`src/rtl/arb_pkg.sv`:
```
package arb_pkg;
  typedef enum logic [2:0] {
    ST_IDLE,
    ST_REQ,
    ST_ADDR,
    ST_LOST,
    ST_DONE,
    ST_BUSY
  } arb_state_e;
endpackage

```
`src/rtl/arb_bus_mon.sv`:
```
module arb_bus_mon (
  input  logic clk_i,
  input  logic rst_ni,
  input  logic scl_i,
  input  logic sda_i,
  output logic scl_rise_o,
  output logic scl_fall_o,
  output logic start_o,
  output logic stop_o,
  output logic quiet_o
);
  logic scl_q, sda_q;

  always_ff @(posedge clk_i or negedge rst_ni) begin
    if (!rst_ni) begin
      scl_q <= 1'b1;
      sda_q <= 1'b1;
    end else begin
      scl_q <= scl_i;
      sda_q <= sda_i;
    end
  end

  assign scl_rise_o = scl_i & ~scl_q;
  assign scl_fall_o = ~scl_i & scl_q;
  assign start_o    = scl_i & scl_q & sda_q & ~sda_i;
  assign stop_o     = scl_i & scl_q & ~sda_q & sda_i;
  assign quiet_o    = scl_i & scl_q & sda_i & sda_q;
endmodule

```
`src/rtl/arb_pending.sv`:
```
module arb_pending (
  input  logic clk_i,
  input  logic rst_ni,
  input  logic set_i,
  input  logic clr_i,
  output logic pend_o
);
  always_ff @(posedge clk_i or negedge rst_ni) begin
    if (!rst_ni)    pend_o <= 1'b0;
    else if (set_i) pend_o <= 1'b1;
    else if (clr_i) pend_o <= 1'b0;
  end
endmodule

```
`src/rtl/arb_addr_tx.sv`:
```
module arb_addr_tx #(
  parameter int ADDR_W = 7
) (
  input  logic              clk_i,
  input  logic              rst_ni,
  input  logic              load_i,
  input  logic              step_i,
  input  logic [ADDR_W-1:0] addr_i,
  output logic              bit_o,
  output logic              last_o
);
  localparam int IDX_W = (ADDR_W > 1) ? $clog2(ADDR_W) : 1;
  localparam logic [IDX_W-1:0] TOP_IDX = IDX_W'(ADDR_W - 1);

  logic [IDX_W-1:0] idx_q;

  always_ff @(posedge clk_i or negedge rst_ni) begin
    if (!rst_ni)     idx_q <= TOP_IDX;
    else if (load_i) idx_q <= TOP_IDX;
    else if (step_i) idx_q <= idx_q - 1'b1;
  end

  assign bit_o  = addr_i[idx_q];
  assign last_o = (idx_q == '0);
endmodule

```
`src/rtl/ibi_arb_unit.sv`:
```
module ibi_arb_unit
  import arb_pkg::*;
#(
  parameter int ADDR_W = 7
) (
  input  logic              clk_i,
  input  logic              rst_ni,
  input  logic              req_i,
  input  logic [ADDR_W-1:0] own_addr_i,
  input  logic              scl_i,
  input  logic              sda_i,
  output logic              sda_pd_o,
  output logic              won_o,
  output logic              lost_o
);
  arb_state_e st_q, st_d;
  logic scl_rise, scl_fall, start_det, stop_det, quiet;
  logic pend, bit_val, last_bit;
  logic load, step, win_ev, loss_ev;
  logic won_q, lost_q;

  arb_bus_mon u_mon (
    .clk_i     (clk_i),
    .rst_ni    (rst_ni),
    .scl_i     (scl_i),
    .sda_i     (sda_i),
    .scl_rise_o(scl_rise),
    .scl_fall_o(scl_fall),
    .start_o   (start_det),
    .stop_o    (stop_det),
    .quiet_o   (quiet)
  );

  arb_pending u_pend (
    .clk_i (clk_i),
    .rst_ni(rst_ni),
    .set_i (req_i),
    .clr_i (win_ev),
    .pend_o(pend)
  );

  arb_addr_tx #(.ADDR_W(ADDR_W)) u_tx (
    .clk_i (clk_i),
    .rst_ni(rst_ni),
    .load_i(load),
    .step_i(step),
    .addr_i(own_addr_i),
    .bit_o (bit_val),
    .last_o(last_bit)
  );

  always_comb begin
    st_d    = st_q;
    load    = 1'b0;
    step    = 1'b0;
    win_ev  = 1'b0;
    loss_ev = 1'b0;
    unique case (st_q)
      ST_IDLE: begin
        if (start_det)          st_d = ST_BUSY;   // controller owns this frame
        else if (pend && quiet) st_d = ST_REQ;
      end
      ST_REQ: begin
        if (scl_fall) begin
          st_d = ST_ADDR;
          load = 1'b1;
        end
      end
      ST_ADDR: begin
        if (scl_rise) begin
          if (bit_val && !sda_i) begin
            st_d    = ST_LOST;
            loss_ev = 1'b1;
          end else if (last_bit) begin
            win_ev = 1'b1;
          end
        end else if (scl_fall) begin
          if (last_bit) st_d = ST_DONE;
          else          step = 1'b1;
        end
      end
      default: begin
        if (stop_det) st_d = ST_IDLE;
      end
    endcase
  end

  always_ff @(posedge clk_i or negedge rst_ni) begin
    if (!rst_ni) begin
      st_q   <= ST_IDLE;
      won_q  <= 1'b0;
      lost_q <= 1'b0;
    end else begin
      st_q   <= st_d;
      won_q  <= win_ev;
      lost_q <= loss_ev;
    end
  end

  // read/not-write stays released (read) in ST_DONE
  assign sda_pd_o = (st_q == ST_REQ) | ((st_q == ST_ADDR) & ~bit_val);
  assign won_o    = won_q;
  assign lost_o   = lost_q;
endmodule

```
`config.mk`:
```
export PLATFORM = sky130hd
export DESIGN_NAME = ibi_arb_unit
export DESIGN_NICKNAME = d
export VERILOG_FILES = /design/src/rtl/arb_pkg.sv /design/src/rtl/arb_bus_mon.sv /design/src/rtl/arb_pending.sv /design/src/rtl/arb_addr_tx.sv /design/src/rtl/ibi_arb_unit.sv
export SDC_FILE = /design/constraint.sdc
export NUM_CORES = 1
export LEC_CHECK = 0
export CAP_MARGIN = 0
export CORE_ASPECT_RATIO = 1.1
export CORE_MARGIN = 2
export CORE_UTILIZATION = 44
export CTS_BUF_LIST = sky130_fd_sc_hd__clkbuf_16
export CTS_CLUSTER_DIAMETER = 60
export DETAILED_ROUTE_END_ITERATION = 10
export GPL_TIMING_DRIVEN = 0
export HOLD_SLACK_MARGIN = 0.1
export PLACE_DENSITY = 0.85
export SLEW_MARGIN = 10
export SYNTH_ARGS = -nofsm -noshare
export SYNTH_HDL_FRONTEND = slang
export SYNTH_SLANG_ARGS = --single-unit
```
`constraint.sdc`:
```
create_clock -name clk_i -period 1.55 [get_ports clk_i]
set_clock_uncertainty 0.05 [all_clocks]
set_input_delay 0.2325 -clock clk_i [delete_from_list [all_inputs] [get_ports clk_i]]
set_output_delay 0.2325 -clock clk_i [all_outputs]
set_load 0.05 [all_outputs]
```
==> qor.yml <==
mostFrequentLayoutCells: "clkdlybuf4s50_1, nor2_1, dfrtp_1"
worstSetupPathType: "flop to flop"
final_cell_count_no_fill: 117
numPlacedInstances: 107
worst_pin_slew_ns: 0.562
hold_path.class: "input pin to flop"
cp_max_fo: 6
cts_hold_buffers: 0
grt_use_met1_pct: 20.6
cpMaxStageDelayCell: "dfstp_2"
rsz0062_at_grt: "true"
maxCapViolations: 0
antenna_found_initial: 0
grt_start_max_net_pins: 12
hold-path-cell-count: 1
use_met3_pct: 3.53
total_power_w: 0.00212
hold_viol: 0
syn_area_per_cell_sq_um: 9.50
io_buffers: 14
drtIter0Drc: 12
drv_slew: 0
post_drt_wl_per_cell_microns: 16.7
clock_sinks: 11
area_delta_synth_final_pct: 57.7
critical_path_required_ns: 1.68
layout.cells.most_common: "clkdlybuf4s50_1"
startpoint_type: "flop"
grt_use_total_pct: 18.5
drive_gt1_share_pct: 36.0
setup_ws_ns: -0.501
cts.clk_slew.worst_paths_ns: 0.04
die-area_sq_um: 1980
drc_errors: 0
violations: "negative setup slack"
cp_top_family: "compound AO/OA/AOI/OAI gates"
grt-ovfl-total: 0
final_area_sq_um: 1140
clock_path_buffers: 2
pin_count: 15
busiest_layer: "met2"
grt_pass1_vias: 618
yosysWarningCount: 0
yosys_most_used_dff: "dfrtp_1"
cts_tree: "yes"
yosys-top-cells-area: "dfrtp_1, dfstp_2, ha_1, nor2_1, mux2i_1"
synthesis.area_sq_um: 722
rows: 15
status: "finished, violations left"
finalSetupViolCount: 5
crit_chain: "buf_6 -> mux2i_1 -> a22o_1 -> buf_4 -> nor4_1 -> a311o_1"
ys_ff_latch: 11
final_nets: 118
min_period_over_period_pct: 132
via_per_inst: 5.97
drt-total-wl_microns: 1960
die_h_microns: 46.5
p_leak_nw: 0.496
num_vias: 699
crit_cells: 6
syn_inst: 76
synth.distinct_cells: 34
async_flop_share_pct: 100
synth_top_area_share_pct: 24.3
critical_path_buf_inv_count: 2
rr_worst_depth: 6
placed_area_sq_um: 928
grt_use_met2_pct: 31.2
first_pass_iters: 4
min_period_ns: 2.05
max_stage_delay_ns: 0.52
grt_first_pass_wirelength_microns: 2590
relSlewSlack_pct: 62.2
power_density_nw_per_um2: 1870
place_congestion: 0.835
synth_nets: 93
cts_root_buf: "clkbuf_16"
cts_buffers: 3
critPathArrivalTime_ns: 2.18
critPathCaptureType: "flop"
ant_nets: 0
hpwl_microns: 1150
die_x_microns: 42.6
synth_edf_count: 0
core_area_sq_um: 1560
n_antenna_cell: 0
vdd_ir_drop_max_v: 0.000902
fmax_mhz: 488
clock_latency_ns: 0.24
initial_core_util_pct: 46.3
synth.largest_area_cell: "dfrtp_1"
ys_seq_area_share_pct: 38.8
h-tree-depth: 1
-- cell families after synthesis --
group | after synthesis | share of synthesized area, %
AO/OA/AOI/OAI | 12 | 14.7
multiplexers | 2 | 2.77
flip-flops | 11 | 38.8
buffers and inverters | 7 | 4.68
AND/OR/NAND/NOR | 37 | 27.9
adder cells (fa/ha/maj) | 5 | 8.67
XOR/XNOR | 2 | 2.43
-- worst paths after layout --
path                                              to                      start  slack, ns
max in group asynchronous  u_tx.idx_q[2]$_DFFE_PN1P_                     rst_ni       0.81
min in group asynchronous  u_pend.pend_o$_DFFE_PN0P_                     rst_ni       0.28
setup / recovery                 st_q[0]$_DFFE_PN0P_  u_tx.idx_q[2]$_DFFE_PN1P_      -0.50
hold reg to reg            u_pend.pend_o$_DFFE_PN0P_  u_pend.pend_o$_DFFE_PN0P_       0.48
hold / removal                 u_mon.scl_q$_DFF_PN1_                      scl_i       0.14
setup reg to reg                 st_q[0]$_DFFE_PN0P_  u_tx.idx_q[2]$_DFFE_PN1P_      -0.50
-- worst reg2reg max path: cells and delay by family, from the launching register on --
kind            cells  cell delay (ns)
compound gates      2             0.55
flops               1             0.52
simple gates        1             0.51
buf+inv             2             0.28
mux                 1             0.08
-- stage by stage --
stage / setup slack [ns] / setup TNS, ns / hold WS [ns] / utilization [%]
5_1_grt: -0.524 / -2.39 / 0.154 / 73.1
2_1_floorplan: -0.144 / -0.427 / -0.113 / -
3_3_place_gp: -0.842 / -3.35 / 0.447 / 59.6
6_report: -0.501 / -2.10 / 0.144 / 73.1
4_1_cts: -0.403 / -2.32 / 0.292 / 66.3
3_5_place_dp: -0.859 / -3.59 / 0.467 / 59.6
-- per-layer routing --
metal / vias up / share of wire [%] / wire, microns
met2: 29 / 52 / 1010
li1: 324 / - / -
met3: 5 / 7.1 / 139
met5: - / 0 / 0
met1: 341 / 39 / 758
met4: 0 / 2.5 / 49
-- where the power goes --
part           leakage [nW]  switching [W]  internal, W
clock network        0.0409       0.000135     0.000342
registers             0.129       0.000126     0.000391
logic                 0.326       0.000593     0.000537
-- sequential cells by signal, summed over array words and instances (netlist names) --
name and cells:
lost_o 1, u_mon.sda_q 1, u_tx.idx_q 3, st_q 3, u_pend.pend_o 1, won_o 1
u_mon.scl_q 1
-- cell type report --
cell class                 instances  area (sq um)
buffer                             2          16.3
clock inverter                     1          5.00
timing repair buffer              20           186
clock buffer                       3          75.1
sequential                        11           280
tap                               17          21.3
inverter                           5          21.3
fill                              99           419
multi-input combinational         58           533
-- synth_stat cells (2+ instances only) --
master    count
a22o_1        2
dfrtp_1       7
dfstp_2       4
ha_1          5
inv_1         5
mux2i_1       2
nand2_1       5
nand2b_1      3
nand3_1       4
nor2_1        9
nor2b_1       3
nor3_1        4
nor4b_1       2
-- repair_timing --
item,CTS,global route
hold endpoints to repair,0,0
pin swaps,3,4
setup endpoints to repair,12,10
buffers inserted,2,4
gates resized for setup,12,17
No activity file was read; power rests on OpenSTA's default activity.
